[src/rtl/vio_pkg.sv]
package vio_pkg;

   localparam int OFF_HOST_FEAT  = 'h00;
   localparam int OFF_GUEST_FEAT = 'h04;
   localparam int OFF_QPFN       = 'h08;
   localparam int OFF_QSIZE      = 'h0C;
   localparam int OFF_QSEL       = 'h0E;
   localparam int OFF_QKICK      = 'h10;
   localparam int OFF_STATUS     = 'h12;
   localparam int OFF_ISR        = 'h13;
   localparam int OFF_DEVCFG     = 'h14;

   localparam int BIT_EMPTY_NOTIFY = 24;
   localparam int BIT_BAD_FEAT     = 30;
   localparam int BIT_DRV_OK       = 2;

   typedef enum logic [1:0] {
      ACC_B1 = 2'd0,
      ACC_B2 = 2'd1,
      ACC_B4 = 2'd2,
      ACC_BX = 2'd3
   } acc_size_e;

   function automatic logic [31:0] size_mask(input logic [1:0] sz);
      case (acc_size_e'(sz))
         ACC_B1:  size_mask = 32'h0000_00FF;
         ACC_B2:  size_mask = 32'h0000_FFFF;
         default: size_mask = 32'hFFFF_FFFF;
      endcase
   endfunction

endpackage

[src/rtl/vio_feature_neg.sv]
module vio_feature_neg
   import vio_pkg::*;
#(
   parameter logic [31:0] HOST_FEATURES = 32'h0001_0023,
   parameter logic [31:0] MIN_FEATURES  = 32'h0000_0001
)(
   input  logic        clk,
   input  logic        rst_n,
   input  logic        clr,
   input  logic        wr_en,
   input  logic [31:0] wdata,
   output logic [31:0] accepted_q,
   output logic [31:0] host_offer
);

   localparam logic [31:0] FULL_SET  = HOST_FEATURES | (32'd1 << BIT_EMPTY_NOTIFY);
   localparam logic [31:0] OFFER_SET = FULL_SET | (32'd1 << BIT_BAD_FEAT);

   if (HOST_FEATURES[BIT_BAD_FEAT]) begin : g_bad_host
      $error("HOST_FEATURES must not offer the bad-feature bit");
   end
   if ((MIN_FEATURES & ~FULL_SET) != 32'd0) begin : g_bad_min
      $error("MIN_FEATURES must be a subset of the host set");
   end

   assign host_offer = OFFER_SET;

   logic [31:0] sanitised;

   always_comb begin
      if (wdata[BIT_BAD_FEAT])
         sanitised = MIN_FEATURES;
      else if ((wdata & ~FULL_SET) != 32'd0)
         sanitised = FULL_SET;
      else
         sanitised = wdata;
   end

   always_ff @(posedge clk or negedge rst_n) begin
      if (!rst_n)
         accepted_q <= '0;
      else if (clr)
         accepted_q <= '0;
      else if (wr_en)
         accepted_q <= sanitised;
   end


   bad_fallback_chk: assert property (@(posedge clk) disable iff (!rst_n)
      (wr_en && !clr && wdata[BIT_BAD_FEAT]) |=> (accepted_q == MIN_FEATURES));


   within_host_chk: assert property (@(posedge clk) disable iff (!rst_n)
      ((accepted_q & ~FULL_SET) == 32'd0));


   feat_clear_chk: assert property (@(posedge clk) disable iff (!rst_n)
      clr |=> (accepted_q == 32'd0));

endmodule

[src/rtl/vio_queue_bank.sv]
module vio_queue_bank #(
   parameter int NUM_QUEUES = 3,
   parameter int PFN_W      = 32,
   parameter int SEL_W      = 2
)(
   input  logic                        clk,
   input  logic                        rst_n,
   input  logic                        clr,
   input  logic                        pfn_we,
   input  logic [SEL_W-1:0]            sel,
   input  logic [PFN_W-1:0]            pfn_wdata,
   input  logic                        kick_req,
   input  logic [15:0]                 kick_idx,
   output logic [NUM_QUEUES*PFN_W-1:0] pfn_flat,
   output logic [PFN_W-1:0]            sel_pfn,
   output logic [NUM_QUEUES-1:0]       kick_o
);

   logic [PFN_W-1:0] pfn_q [NUM_QUEUES];

   for (genvar i = 0; i < NUM_QUEUES; i++) begin : g_q
      logic hit;
      assign hit = (sel == SEL_W'(i));

      always_ff @(posedge clk or negedge rst_n) begin
         if (!rst_n)
            pfn_q[i] <= '0;
         else if (clr)
            pfn_q[i] <= '0;
         else if (pfn_we && hit)
            pfn_q[i] <= pfn_wdata;
      end

      always_ff @(posedge clk or negedge rst_n) begin
         if (!rst_n)
            kick_o[i] <= 1'b0;
         else
            kick_o[i] <= kick_req && (kick_idx == 16'(i)) && (pfn_q[i] != '0);
      end

      assign pfn_flat[i*PFN_W +: PFN_W] = pfn_q[i];


      kick_needs_ring_chk: assert property (@(posedge clk) disable iff (!rst_n)
         kick_o[i] |-> ($past(pfn_q[i]) != '0));


      pfn_clear_chk: assert property (@(posedge clk) disable iff (!rst_n)
         clr |=> (pfn_q[i] == '0));
   end

   always_comb begin
      sel_pfn = '0;
      for (int k = 0; k < NUM_QUEUES; k++)
         if (sel == SEL_W'(k)) sel_pfn = pfn_q[k];
   end


   kick_single_chk: assert property (@(posedge clk) disable iff (!rst_n)
      $onehot0(kick_o));

endmodule

[src/rtl/vio_isr_unit.sv]
module vio_isr_unit (
   input  logic       clk,
   input  logic       rst_n,
   input  logic       clr,
   input  logic       rd_clr,
   input  logic [7:0] cause,
   output logic [7:0] isr_q,
   output logic       irq_o
);

   logic [7:0] base;

   assign base  = (clr || rd_clr) ? 8'h00 : isr_q;
   assign irq_o = (isr_q != 8'h00);

   always_ff @(posedge clk or negedge rst_n) begin
      if (!rst_n)
         isr_q <= 8'h00;
      else
         isr_q <= base | cause;
   end


   read_clears_chk: assert property (@(posedge clk) disable iff (!rst_n)
      (rd_clr && cause == 8'h00) |=> !irq_o);


   cause_raises_chk: assert property (@(posedge clk) disable iff (!rst_n)
      (cause != 8'h00) |=> irq_o);

endmodule

[src/rtl/vio_regfile.sv]
module vio_regfile
   import vio_pkg::*;
#(
   parameter int                    NUM_QUEUES    = 3,
   parameter int                    ADDR_W        = 8,
   parameter int                    PFN_W         = 32,
   parameter logic [NUM_QUEUES*16-1:0] QUEUE_SIZES = {16'd64, 16'd128, 16'd256},
   parameter logic [31:0]           HOST_FEATURES = 32'h0001_0023,
   parameter logic [31:0]           MIN_FEATURES  = 32'h0000_0001
)(
   input  logic                        clk,
   input  logic                        rst_n,
   input  logic                        bus_valid,
   input  logic                        bus_write,
   input  logic [ADDR_W-1:0]           bus_addr,
   input  logic [1:0]                  bus_size,
   input  logic [31:0]                 bus_wdata,
   output logic                        rd_valid,
   output logic [31:0]                 rd_data,
   output logic                        cfg_valid,
   output logic                        cfg_write,
   output logic [ADDR_W-1:0]           cfg_offset,
   output logic [1:0]                  cfg_size,
   output logic [31:0]                 cfg_wdata,
   input  logic [31:0]                 cfg_rdata,
   input  logic [7:0]                  irq_cause,
   output logic                        irq,
   output logic [NUM_QUEUES-1:0]       kick,
   output logic                        dev_reset,
   output logic                        drv_ready,
   output logic [31:0]                 guest_features,
   output logic [NUM_QUEUES*PFN_W-1:0] queue_pfn
);

   localparam int SEL_W = (NUM_QUEUES > 1) ? $clog2(NUM_QUEUES) : 1;
   localparam logic [ADDR_W-1:0] A_HOST   = ADDR_W'(OFF_HOST_FEAT);
   localparam logic [ADDR_W-1:0] A_GUEST  = ADDR_W'(OFF_GUEST_FEAT);
   localparam logic [ADDR_W-1:0] A_QPFN   = ADDR_W'(OFF_QPFN);
   localparam logic [ADDR_W-1:0] A_QSIZE  = ADDR_W'(OFF_QSIZE);
   localparam logic [ADDR_W-1:0] A_QSEL   = ADDR_W'(OFF_QSEL);
   localparam logic [ADDR_W-1:0] A_QKICK  = ADDR_W'(OFF_QKICK);
   localparam logic [ADDR_W-1:0] A_STATUS = ADDR_W'(OFF_STATUS);
   localparam logic [ADDR_W-1:0] A_ISR    = ADDR_W'(OFF_ISR);
   localparam logic [ADDR_W-1:0] A_DEVCFG = ADDR_W'(OFF_DEVCFG);

   if (NUM_QUEUES < 1 || NUM_QUEUES > 16) begin : g_bad_nq
      $error("NUM_QUEUES must be between 1 and 16");
   end
   if (ADDR_W < 5) begin : g_bad_aw
      $error("ADDR_W must reach the config offset");
   end
   if (PFN_W < 1 || PFN_W > 32) begin : g_bad_pfn
      $error("PFN_W must fit the 32-bit data bus");
   end

   // ---------------- access decode ----------------
   logic acc_rd, acc_wr, is_cfg;
   logic wr_guest, wr_qpfn, wr_qsel, wr_kick, wr_status;
   logic status_zero, pfn_zero, dev_clr, sel_ok, isr_rd;

   assign acc_rd = bus_valid && !bus_write;
   assign acc_wr = bus_valid &&  bus_write;
   assign is_cfg = (bus_addr >= A_DEVCFG);

   assign wr_guest  = acc_wr && (bus_addr == A_GUEST);
   assign wr_qpfn   = acc_wr && (bus_addr == A_QPFN);
   assign wr_qsel   = acc_wr && (bus_addr == A_QSEL);
   assign wr_kick   = acc_wr && (bus_addr == A_QKICK);
   assign wr_status = acc_wr && (bus_addr == A_STATUS);
   assign isr_rd    = acc_rd && (bus_addr == A_ISR);

   assign status_zero = wr_status && (bus_wdata[7:0] == 8'h00);
   assign pfn_zero    = wr_qpfn && (bus_wdata[PFN_W-1:0] == '0);
   assign dev_clr     = status_zero || pfn_zero;
   assign sel_ok      = (bus_wdata[15:0] < 16'(NUM_QUEUES));

   // ---------------- config pass-through ----------------
   assign cfg_valid  = bus_valid && is_cfg;
   assign cfg_write  = bus_write;
   assign cfg_offset = bus_addr - A_DEVCFG;
   assign cfg_size   = bus_size;
   assign cfg_wdata  = bus_wdata;

   // ---------------- queue selector (variant by queue count) ----------------
   logic [SEL_W-1:0] sel_q;

   if (NUM_QUEUES == 1) begin : g_sel_fixed
      assign sel_q = '0;
   end else begin : g_sel_reg
      always_ff @(posedge clk or negedge rst_n) begin
         if (!rst_n)
            sel_q <= '0;
         else if (dev_clr)
            sel_q <= '0;
         else if (wr_qsel && sel_ok)
            sel_q <= bus_wdata[SEL_W-1:0];
      end
   end

   // ---------------- submodules ----------------
   logic [31:0]      host_offer;
   logic [PFN_W-1:0] sel_pfn;
   logic [7:0]       isr_q;

   vio_feature_neg #(
      .HOST_FEATURES (HOST_FEATURES),
      .MIN_FEATURES  (MIN_FEATURES)
   ) u_feat (
      .clk        (clk),
      .rst_n      (rst_n),
      .clr        (dev_clr),
      .wr_en      (wr_guest),
      .wdata      (bus_wdata),
      .accepted_q (guest_features),
      .host_offer (host_offer)
   );

   vio_queue_bank #(
      .NUM_QUEUES (NUM_QUEUES),
      .PFN_W      (PFN_W),
      .SEL_W      (SEL_W)
   ) u_qbank (
      .clk       (clk),
      .rst_n     (rst_n),
      .clr       (dev_clr),
      .pfn_we    (wr_qpfn),
      .sel       (sel_q),
      .pfn_wdata (bus_wdata[PFN_W-1:0]),
      .kick_req  (wr_kick),
      .kick_idx  (bus_wdata[15:0]),
      .pfn_flat  (queue_pfn),
      .sel_pfn   (sel_pfn),
      .kick_o    (kick)
   );

   vio_isr_unit u_isr (
      .clk    (clk),
      .rst_n  (rst_n),
      .clr    (dev_clr),
      .rd_clr (isr_rd),
      .cause  (irq_cause),
      .isr_q  (isr_q),
      .irq_o  (irq)
   );

   // ---------------- queue size lookup ----------------
   logic [15:0] qsize_sel;

   always_comb begin
      qsize_sel = '0;
      for (int k = 0; k < NUM_QUEUES; k++)
         if (sel_q == SEL_W'(k)) qsize_sel = QUEUE_SIZES[k*16 +: 16];
   end

   // ---------------- device status ----------------
   logic [7:0] status_q;
   logic       ready_hit;

   assign ready_hit = wr_status && (bus_wdata[7:0] != 8'h00)
                      && bus_wdata[BIT_DRV_OK] && !status_q[BIT_DRV_OK];

   always_ff @(posedge clk or negedge rst_n) begin
      if (!rst_n)
         status_q <= 8'h00;
      else if (dev_clr)
         status_q <= 8'h00;
      else if (wr_status)
         status_q <= bus_wdata[7:0];
   end

   always_ff @(posedge clk or negedge rst_n) begin
      if (!rst_n) begin
         dev_reset <= 1'b0;
         drv_ready <= 1'b0;
      end else begin
         dev_reset <= dev_clr;
         drv_ready <= ready_hit;
      end
   end

   // ---------------- read path ----------------
   logic [31:0] rd_val;

   always_comb begin
      rd_val = 32'hFFFF_FFFF;
      if (is_cfg) begin
         rd_val = cfg_rdata;
      end else begin
         case (bus_addr)
            A_HOST:   rd_val = host_offer;
            A_GUEST:  rd_val = guest_features;
            A_QPFN:   rd_val = 32'(sel_pfn);
            A_QSIZE:  rd_val = {16'h0000, qsize_sel};
            A_QSEL:   rd_val = 32'(sel_q);
            A_STATUS: rd_val = {24'h0, status_q};
            A_ISR:    rd_val = {24'h0, isr_q};
            default:  rd_val = 32'hFFFF_FFFF;
         endcase
      end
   end

   always_ff @(posedge clk or negedge rst_n) begin
      if (!rst_n) begin
         rd_valid <= 1'b0;
         rd_data  <= '0;
      end else begin
         rd_valid <= acc_rd;
         if (acc_rd)
            rd_data <= rd_val & size_mask(bus_size);
      end
   end


   sel_in_range_chk: assert property (@(posedge clk) disable iff (!rst_n)
      (32'(sel_q) < NUM_QUEUES));


   ready_edge_chk: assert property (@(posedge clk) disable iff (!rst_n)
      drv_ready |-> (status_q[BIT_DRV_OK] && !$past(status_q[BIT_DRV_OK])));


   reset_clears_chk: assert property (@(posedge clk) disable iff (!rst_n)
      dev_reset |-> (status_q == 8'h00 && sel_q == '0 && guest_features == 32'd0));


   rd_follows_chk: assert property (@(posedge clk) disable iff (!rst_n)
      rd_valid |-> $past(bus_valid && !bus_write));


   cfg_only_high_chk: assert property (@(posedge clk) disable iff (!rst_n)
      cfg_valid |-> (bus_addr >= A_DEVCFG));

endmodule

[config.mk]
export PLATFORM = sky130hd
export DESIGN_NAME = vio_regfile
export DESIGN_NICKNAME = d
export VERILOG_FILES = /design/src/rtl/vio_pkg.sv /design/src/rtl/vio_feature_neg.sv /design/src/rtl/vio_queue_bank.sv /design/src/rtl/vio_isr_unit.sv /design/src/rtl/vio_regfile.sv
export SDC_FILE = /design/constraint.sdc
export NUM_CORES = 1
export LEC_CHECK = 0
export ABC_AREA = 1
export ABC_CLOCK_PERIOD_IN_PS = 2600
export BUFFER_PORTS_ARGS = -buffer_cell sky130_fd_sc_hd__buf_2
export CAP_MARGIN = 20
export CORE_ASPECT_RATIO = 0.6
export CORE_MARGIN = 2
export CORE_UTILIZATION = 35
export CTS_CLUSTER_DIAMETER = 40
export DETAILED_ROUTE_END_ITERATION = 16
export PLACE_DENSITY_LB_ADDON = 0.2
export SYNTH_ARGS = -nofsm -noshare
export SYNTH_HDL_FRONTEND = slang
export SYNTH_SLANG_ARGS = --single-unit
export TNS_END_PERCENT = 10
[constraint.sdc]
create_clock -name clk -period 2.6 [get_ports clk]
set_clock_uncertainty 0.15 [all_clocks]
set_input_delay 0.13 -clock clk [delete_from_list [all_inputs] [get_ports clk]]
set_output_delay 0.13 -clock clk [all_outputs]
set_load 0.05 [all_outputs]
After elaboration in Yosys (flattened, before gate mapping)
Cells that the tools add are included.
{"block": "word_totals", "ff_bits": 184, "input_bits": 86, "wordCells": 102}
{"block": "op_classes", "addsub": 1, "order_cmp": 2, "eq_ne": 12, "n_mux": 25, "n_bitwise": 2, "n_reduce_logical": 46}
{"op": "2-to-1 mux 32 bit", "n": 15}
{"op": "case mux 32 bit (7 select lines)", "n": 1}
{"op": "nonzero test 32 bit", "n": 4}
{"op": "case mux 32 bit (2 select lines)", "n": 1}
{"op": "bitwise AND 32 bit", "n": 1}
{"op": "zero test 32 bit", "n": 1}
{"op": "== test 8 x 4 -> 1 bit (second input constant)", "n": 3}
{"op": "== test 8 x 5 -> 1 bit (second input constant)", "n": 3}
{"op": "logical AND 1 bit", "n": 24}
{"op": "2-to-1 mux 8 bit", "n": 3}
{"op": "2-to-1 mux 9 bit", "n": 2}
{"op": "== test 16 x 1 -> 1 bit (second input constant)", "n": 1}
{"op": "== test 16 x 2 -> 1 bit (second input constant)", "n": 1}
{"op": "zero test 16 bit", "n": 1}
{"op": "zero test 8 bit", "n": 2}
{"op": "< comparator 16 x 2 -> 1 bit (second input constant)", "n": 1}
{"op": "2-to-1 mux 16 bit", "n": 1}
{"op": "nonzero test 8 bit", "n": 2}
{"op": "nonzero test 2 bit", "n": 6}
{"op": "== test 8 x 3 -> 1 bit (second input constant)", "n": 1}
{"op": "greater-or-equal comparator 8 x 5 -> 1 bit (second input constant)", "n": 1}
{"op": "OR 8 bit", "n": 1}
{"op": "subtractor 8 x 5 -> 8 bit (second input constant)", "n": 1}
{"op": "== test 2 x 1 -> 1 bit (second input constant)", "n": 2}
{"op": "other kinds (5)", "n": 9}

Logic depth before layout (Yosys ltp)
Gate-level depths: netlist of run 1.
{"block": "depth", "ltp_word": 7, "mapped_depth": 13, "ltp_nobuf": 11}

By module
A second synthesis of run 1 with hierarchy kept.
{"block": "unflattened", "hier_cells": 1551, "hier_area_um2": 11079.4}
{"module": "vio_queue_bank", "n_inst": 1, "cells_each": 679, "area_per_inst_um2": 5300.1, "seq_area_each_um2": 2477.4}
{"module": "vio_regfile", "n_inst": 1, "cells_each": 644, "area_per_inst_um2": 3833.7, "seq_area_each_um2": 1126.1}
{"module": "vio_feature_neg", "n_inst": 1, "cells_each": 194, "area_per_inst_um2": 1580.3, "seq_area_each_um2": 775.7}
{"module": "vio_isr_unit", "n_inst": 1, "cells_each": 34, "area_per_inst_um2": 365.4, "seq_area_each_um2": 200.2}

Worst setup path after synthesis of run 1
Ideal clock, no wire load.
{"block": "synth_timing", "path_type": "input-to-output", "start": "input bus_addr[2]", "end": "output cfg_valid", "t_arrival_ps": 2059, "slack_ps": 261, "stages": 8, "path_buffers": 1, "path_cell_list": "inv_1 > ha_1 > nor2_1 > nor3_1 > o21ai_1 > clkbuf_1 > inv_1 > nor2_1"}
{"block": "synth_between", "elab_chain_len": 2}
{"item": "start, declared", "line": "vio_regfile.sv:15", "text": "input logic [ADDR_W-1:0] bus_addr,"}
{"item": "greater-or-equal comparator 8 x 5 -> 1 bit", "line": "vio_regfile.sv:63", "text": "assign is_cfg = (bus_addr >= A_DEVCFG);"}
{"item": "logical AND 1 bit", "line": "vio_regfile.sv:78", "text": "assign cfg_valid = bus_valid && is_cfg;"}
{"item": "end, declared", "line": "vio_regfile.sv:20", "text": "output logic cfg_valid,"}
Every way passes these cells.

Final worst setup path of run 1
{"block": "layout_timing", "start": "register sel_q[0]", "end": "register rd_data[27]"}
{"block": "layout_between", "elab_chain_len": 7, "word_cells_on_any_way": 9, "classes_between": "eq/ne (2); mux (5); bitwise (1); reduce/logical (1)"}
{"item": "start, declared", "line": "vio_regfile.sv:85", "text": "logic [SEL_W-1:0] sel_q;"}
{"item": "start signal, assigned", "line": "vio_regfile.sv:96", "text": "sel_q <= bus_wdata[SEL_W-1:0];"}
{"item": "zero test 2 bit", "line": "vio_queue_bank.sv:55", "text": "if (sel == SEL_W'(k)) sel_pfn = pfn_q[k];"}
{"item": "2-to-1 mux 32 bit (2 in a row)", "line": "vio_queue_bank.sv:55"}
{"item": "2-to-1 mux 32 bit *", "line": "vio_queue_bank.sv:55"}
{"item": "case mux 32 bit (7 select lines) *", "line": "vio_regfile.sv:189", "text": "case (bus_addr)"}
{"item": "2-to-1 mux 32 bit *", "line": "vio_regfile.sv:186", "text": "if (is_cfg) begin"}
{"item": "bitwise AND 32 bit *", "line": "vio_regfile.sv:209", "text": "rd_data <= rd_val & size_mask(bus_size);"}
{"item": "end signal, assigned", "line": "vio_regfile.sv:209"}
{"item": "end, declared", "line": "vio_regfile.sv:19", "text": "output logic [31:0] rd_data,"}
Mark *: on every way between the ends. The rest lies on a longest branch, timed or not.
A chain may end at the register's enable or synchronous reset.

==> metrics, run 1 <==
Antenna Cells 0; final max-slew violation count 0; 1st-pass router iterations 6; Unique masters post-synth 31; IO Count roughly 300; type of origin of the critical path flop; Tot Pwr a little under 7 mW; pwr/cell area approximately 520 mW/mm^2; Final period util a little over four fifths; worst-path fanout max 28; core area ~0.029 sq mm; initial drt markers about 1100; CTS sink cnt 183; worst hold slack 0.0901 ns; Tightest Pin Transition ~0.71 ns; worst slack, placed roughly 0.34 ns; setup_tns 0 ns; Synth area leader dfrtp_1; Mapped Cells roughly 1400; Ys Warns 0; worst hold path type input pin to async pin; port buffer count 295; critical path data arrival time roughly 2.4 ns; Mapped Area 0.0103 sq mm; DP Wirelength ~29000 um; first-pass GRT wire length around 61000 um; Root Buffer Master clkbuf_16; outcome finished clean; post-CTS setup buffer count 0; Area Overhead vs Synth 28.7%; Detail Route Antenna Nets 0; Net Count, Synth 1500; Fin. Hold Viols 0; Post-synth EDFFs 0; clock buffer depth 2; post-CTS sizing 0; DRC Markers 0; share of cells above drive strength 1 between 20% and 30%; Max Cap Viol 0; most common flop cell mapped by yosys dfrtp_1; Filler cells about 3000; Finished Layout Cells approximately 2100; routability cong. 0.859; initial antenna violation count 0; die width between 200 and 250 um; register area share after synthesis around 45%; dpl cells a little under 2000; Die Span Y roughly 140 um; maximum vdd drop around 420 uV; CP Class flop to flop; clk slew on worst S/H paths ~0.070 ns; H-tree lvl count 4; Total GRT Usage 26.6%; synthesized area per cell between 7 and 8 sq um; Leak roughly 7.3 nW; vias approximately 11000; RSZ-0062 raised after global routing false; fmax approximately 460 MHz; TritonCTS Buffers 17; largest net degree at the start of global routing 147; die footprint 0.0308 sq mm; ys async rst share 100%; CTS tree yes; Layout Nets approximately 1800; endpoint class of the critical path flop; DRT Wirelength approximately 41000 um; flop and latch count out of synthesis 183; Synth area leaders dfrtp_1 45%, nand2_1 17%, nand4_1 12%; min cycle time layout 2.20 ns; grt ovf 0; mean number of vias per cell around 5.2; number of global-route vias before repair 10200; FP Rows 48; Max-slew headroom 52.9%; Synth top area share between 40 and 50%; starting density of the core between 30% and 40%; Setup WS post-layout about 0.40 ns; Setup Viol. Count Final 0; Req. time, crit path roughly 2.8 ns; worst skew pair latency roughly 0.46 ns; DR WL/cell just under 20 um
-- registers in the layout, summed over array words and instances (netlist names) --
name and count:
rd_data 32, u_qbank.kick_o 3, u_feat.accepted_q 31, rd_valid 1, u_isr.isr_q 8, dev_reset 1
status_q 8, sel_q 2, u_qbank.pfn_flat 96, drv_ready 1
-- where the power goes --
group | switching [mW] | total [mW] | internal, mW
registers | 0.0701 | 3.02 | 2.95
clock network | 1.22 | 2.67 | 1.45
logic | 0.897 | 1.22 | 0.322
total | 2.19 | 6.90 | 4.72
-- layer usage --
metal	global-route usage (%)	vias up	share of wire, %
li1	-	5169	-
met5	0	-	0
met1	37.7	5277	46
met4	7.95	0	2.4
met2	39.1	448	44
met3	7.88	63	8.3
-- through the flow --
stage / util [%] / cell area (sq um)
floorplan: - / 10300
global placement: 41.3 / 11900
detailed placement: 41.3 / 11900
CTS: 45.9 / 13200
global route: 45.9 / 13200
finish: 45.9 / 13200
-- final timing paths --
path / startpoint / to / slack (ns) / cells after the start
setup / recovery: sel_q[0] / rd_data[27] / 0.40 / 11
hold / removal: rst_n / u_qbank.pfn_flat[7] / 0.09 / 2
setup reg to reg: sel_q[0] / rd_data[27] / 0.40 / 11
hold reg to reg: rd_data[8] / rd_data[8] / 0.33 / 2
max in group asynchronous: rst_n / rd_data[7] / 1.40 / 3
min in group clk: bus_addr[0] / u_qbank.kick_o[2] / 0.09 / 6
-- cell type report --
cell class / instances / area (sq um) / share of cell area, %
Inverter: 126 / 475 / 3.59
Tap cell: 375 / 469 / 3.55
Clock inverter: 10 / 92.6 / 0.700
Sequential cell: 183 / 4580 / 34.6
Timing Repair Buffer: 400 / 2590 / 19.5
Clock buffer: 22 / 494 / 3.74
Multi-Input combinational cell: 973 / 4530 / 34.3
-- critical path, cell delays in order (launching register included) --
cell,delay [ns]
dfrtp_1,0.58
inv_1,0.21
nor2_2,0.20
buf_12,0.23
nand2_1,0.08
nand3_1,0.24
nand2_1,0.10
o21ai_0,0.11
inv_2,0.04
nand2_1,0.06
nand2_1,0.05
nand2_1,0.07
-- timing repair --
action	CTS	global route
endpoints found under the hold margin	246	0
endpoints found under the setup margin	0	0
hold buffers	75	0
-- cells by family (layout without fill, tap and decap cells) --
kind of cell	Yosys count	after routing	share of synthesized area, %
and+or+nand+nor	892	892	39.5
buffers and inverters	254	558	11.5
DFF	183	183	44.5
AOI/OAI and AO/OA	73	73	3.61
adders and majority gates	4	4	0.487
xor gates and xnor gates	3	3	0.256
other	1	1	0.0365
-- synth_stat cells (2+ instances only) --
| cell type | number |
|---|---|
| nand2_1 | 459 |
| nand4_1 | 190 |
| dfrtp_1 | 183 |
| nor2_1 | 128 |
| inv_1 | 115 |
| nand3_1 | 78 |
| buf_2 | 43 |
| buf_4 | 42 |
| a21oi_1 | 39 |
| clkbuf_1 | 33 |
| o21ai_0 | 30 |
| inv_2 | 11 |
| nor3_1 | 8 |
| buf_1 | 7 |
| nor2_2 | 6 |
| nor2_4 | 5 |
| ha_1 | 4 |
| nand2_2 | 4 |
| nor4_1 | 4 |
| or2_2 | 4 |
| buf_6 | 3 |
| xor2_1 | 3 |
| nand2_4 | 2 |
| o21ai_1 | 2 |
-- layout by cell type (no fill, tap or decap), types with 5 or more instances in the layout --
master and n:
a21oi_1 39, buf_12 10, buf_2 294, buf_4 20, clkbuf_16 17, clkbuf_8 6, dfrtp_1 183, dlygate4sd3_1 75
inv_1 115, inv_2 10, nand2_1 459, nand3_1 78, nand4_1 190, nor2_1 125, nor2_2 9, nor2_4 5
nor3_1 8, o21ai_0 30
Power figures use the tool's default switching activity.
==> inputs of run 2 (changes only) <==
- ABC_AREA: 1 -> 0
- ABC_CLOCK_PERIOD_IN_PS: 2600 -> 2250
- clock period: 2.6 -> 2.25 ns (I/O delays scaled with it)
==> run 2 against run 1 <==
Net effect:
- die area shrank 9.1%
- sequential cell count is the same
- worst hold slack lost 0.055 ns
- largest cell class unchanged
- largest power group unchanged
==> metrics, run 2 <==
DP Wirelength 29600 um (was 28600 um); Sequential Area 0.00458 sq mm (about the same); worst hold slack 0.0347 ns (was 0.0901 ns); maximum vdd drop 372 uV (was 416 uV); Area Overhead vs Synth 39.3% (was 28.7%); grt ovf 0 (unchanged); mean number of vias per cell 5.35 (was 5.25); Setup WS post-layout 0.0401 ns (was 0.405 ns); Synth area leader dfrtp_1 (unchanged); Mapped Cells 1041 (was 1410); pwr/cell area 605 mW/mm^2 (was 522 mW/mm^2); post-layout util 49.4% (was 45.9%); dpl cells 1676 (was 1982); Worst Path Buf+Inv 4 (was 3); Tightest Pin Transition 0.648 ns (was 0.705 ns); Net Count, Synth 1131 (was 1500); CTS tree yes (unchanged); die footprint 0.0280 sq mm (was 0.0308 sq mm); CP Cell Sequence dlygate4sd3_1 -> buf_2 -> nor3_2 -> nand3_2 -> or4_4 -> o22ai_4 -> buf_12 -> buf_12 -> a21oi_1 (was inv_1 -> nor2_2 -> buf_12 -> nand2_1 -> nand3_1 -> nand2_1 -> o21ai_0 -> inv_2 -> nand2_1 -> nand2_1 -> nand2_1); critical path data arrival time 2.39 ns (was 2.44 ns); clk slew on worst S/H paths 0.07 ns (about the same); most common cell after layout, fill and taps aside buf_2 (was nand2_1); Largest register FFs 96 (unchanged); Max-slew headroom 56.6% (was 52.9%); most frequent cells in the layout 294 x buf_2, 232 x nand2_1, 182 x dfrtp_1 (was 459 x nand2_1, 294 x buf_2, 190 x nand4_1); type of origin of the critical path input pin (was flop); CP Class input pin to flop (was flop to flop); crit path launch bus_wdata[2] (was sel_q[0]); initial antenna violation count 0 (unchanged); CTS sink cnt 183 (unchanged); RSZ-0062 raised after global routing false (unchanged); Synth top area share 49.1% (was 44.5%); Leak 6.34 nW (was 7.30 nW); outcome finished clean (unchanged); worst reg-to-reg setup slack 0.09 ns (was 0.40 ns); Antenna Cells 0 (unchanged); Crit path top cell by count buf_12 (was nand2_1); Setup Viol. Count Final 0 (unchanged); first-pass GRT wire length 58800 um (was 61400 um); synthesized area per cell 8.96 sq um (was 7.29 sq um); worst skew pair latency 0.45 ns (was 0.46 ns); H-tree lvl count 4 (unchanged); Finished Layout Cells 1782 (was 2089); die width 215 um (was 225 um); Layout Nets 1499 (was 1791); Root Buffer Master clkbuf_16 (unchanged); final max-slew violation count 0 (unchanged); ys async rst share 100% (unchanged); core area 0.0263 sq mm (was 0.0288 sq mm); register area share after synthesis 49.1% (was 44.5%); Fin. Hold Viols 0 (unchanged); Post-synth EDFFs 0 (unchanged); 1st-pass router iterations 6 (unchanged); most common flop cell mapped by yosys dfrtp_1 (unchanged); post-CTS setup buffer count 0 (unchanged); multi-input logic area 0.00419 sq mm (was 0.00453 sq mm); fmax 453 MHz; port buffer count 295 (unchanged); routability cong. 0.934 (was 0.859); setup_tns 0 ns (unchanged); min cycle time layout between 2 and 2.5 ns; number of global-route vias before repair 8931 (was 10200); Max Cap Viol 0 (unchanged); Unique masters post-synth 57 (was 31); endpoint class of the critical path flop (unchanged); Synth area leaders dfrtp_1 49%, nand2_1 9.3%, a21oi_1 5.6% (was dfrtp_1 45%, nand2_1 17%, nand4_1 12%); RR Startpoint sel_q[0] (unchanged); TritonCTS Buffers 17 (unchanged); Filler cells 2525 (was 2986); Ys Warns 0 (unchanged); Mapped Area 0.00933 sq mm (was 0.0103 sq mm); share of cells above drive strength 1 31.8% (was 23.1%); worst-path fanout max 31 (was 28); DRT Wirelength 40100 um (was 40900 um); largest net degree at the start of global routing 50 (was 147); DRC Markers 0 (unchanged); FP Rows 46 (was 48); Req. time, crit path 2.43 ns (was 2.84 ns); DR WL/cell 22.5 um (was 19.6 um); starting density of the core 35.5% (was 35.7%); initial drt markers 886 (was 1075); Final period util between 90 and 100%; Top delay family on crit path buffers and inverters (was simple AND/OR/NAND/NOR gates); worst hold path type input pin to async pin (unchanged); worst slack, placed -0.0652 ns (was 0.342 ns); Max stage delay on crit path 0.59 ns (was 0.58 ns); CP max-delay cell or4_4 (was dfrtp_1); IO Count 297 (unchanged); vias 9537 (was 11000); Total GRT Usage 28.4% (was 26.6%); flop and latch count out of synthesis 183 (unchanged); Die Span Y 130 um (was 137 um); Detail Route Antenna Nets 0 (unchanged); Synth top cells by count 232 x nand2_1, 183 x dfrtp_1, 105 x a21oi_1 (was 459 x nand2_1, 190 x nand4_1, 183 x dfrtp_1); clock buffer depth 2 (unchanged); cell with the most instances after synthesis nand2_1 (unchanged)
run 2: changes by cell type after synthesis, sizes merged, moves of 20 or more:
cell    change
nand4     -179
nor2       -94
o21a       +20
nand2     -232
o21ai      +22
o211ai     +20
inv       -118
buf        -31
a22o       +20
nand3      -47
a21oi      +65
mux2i      +34
nor4       +31
and2       +28
run 2: area by class of cell:
cell class | instances | area share, %
sequential | 183 | 35.3
multi-input combinational | 737 | 32.2
inverter | 9 | 0.289
timing repair buffer | 461 | 24.0
clock buffer | 20 | 3.52
tap | 360 | 3.47
clock inverter | 12 | 1.26
run 2: metrics by stage:
stage / total power, mW / area (sq um)
CTS: 7.91 / 12900
global placement: 4.57 / 11600
detailed placement: 4.57 / 11600
finish: 7.86 / 13000
floorplan: 4.14 / 9330
global route: 8.12 / 13000
run 2: worst paths after layout:
| kind | end | depth (start not counted) |
|---|---|---|
| max in group asynchronous | u_qbank.pfn_flat[31] | 3 |
| min | rd_data[19] | 2 |
| min reg2reg | rd_data[8] | 2 |
| max reg2reg | rd_data[4] | 6 |
| min in group clk | u_feat.accepted_q[0] | 5 |
| max | u_qbank.pfn_flat[17] | 9 |
run 2: worst reg2reg max path, stage by stage, from the launching register on:
cell     delay, ns
dfrtp_2       0.44
buf_4         0.25
mux2i_1       0.38
nor2_1        0.07
a21oi_1       0.37
o21ai_0       0.14
o31a_1        0.25
run 2: report_power, final:
part | switching (mW) | total, mW | internal (mW)
registers | 0.0492 | 3.41 | 3.36
clock network | 1.42 | 3.24 | 1.83
logic | 0.829 | 1.20 | 0.371
run 2: routing by layer:
layer / routed length [um] / GRT usage, %
met5: 0 / 0
met2: 15500 / 36.5
met3: 4370 / 8.80
met1: 19700 / 44.9
met4: 494 / 6.66
run 2: logic make-up (layout without fill, tap and decap cells):
kind of cell	after synthesis	after routing	synth area share [%]
and+or+nand+nor	423	423	20.9
muxes	44	44	4.86
adders and majority gates	4	4	0.537
buffers and inverters	121	502	6.76
other	1	1	0.0402
DFF	183	183	49.1
AOI/OAI and AO/OA	261	261	17.5
xor gates and xnor gates	4	4	0.376
run 2: what timing repair did:
action	4_1_cts	5_1_grt
hold buffers	74	0
endpoints found under the setup margin	0	135
gates resized for setup	0	9
endpoints found under the hold margin	334	0
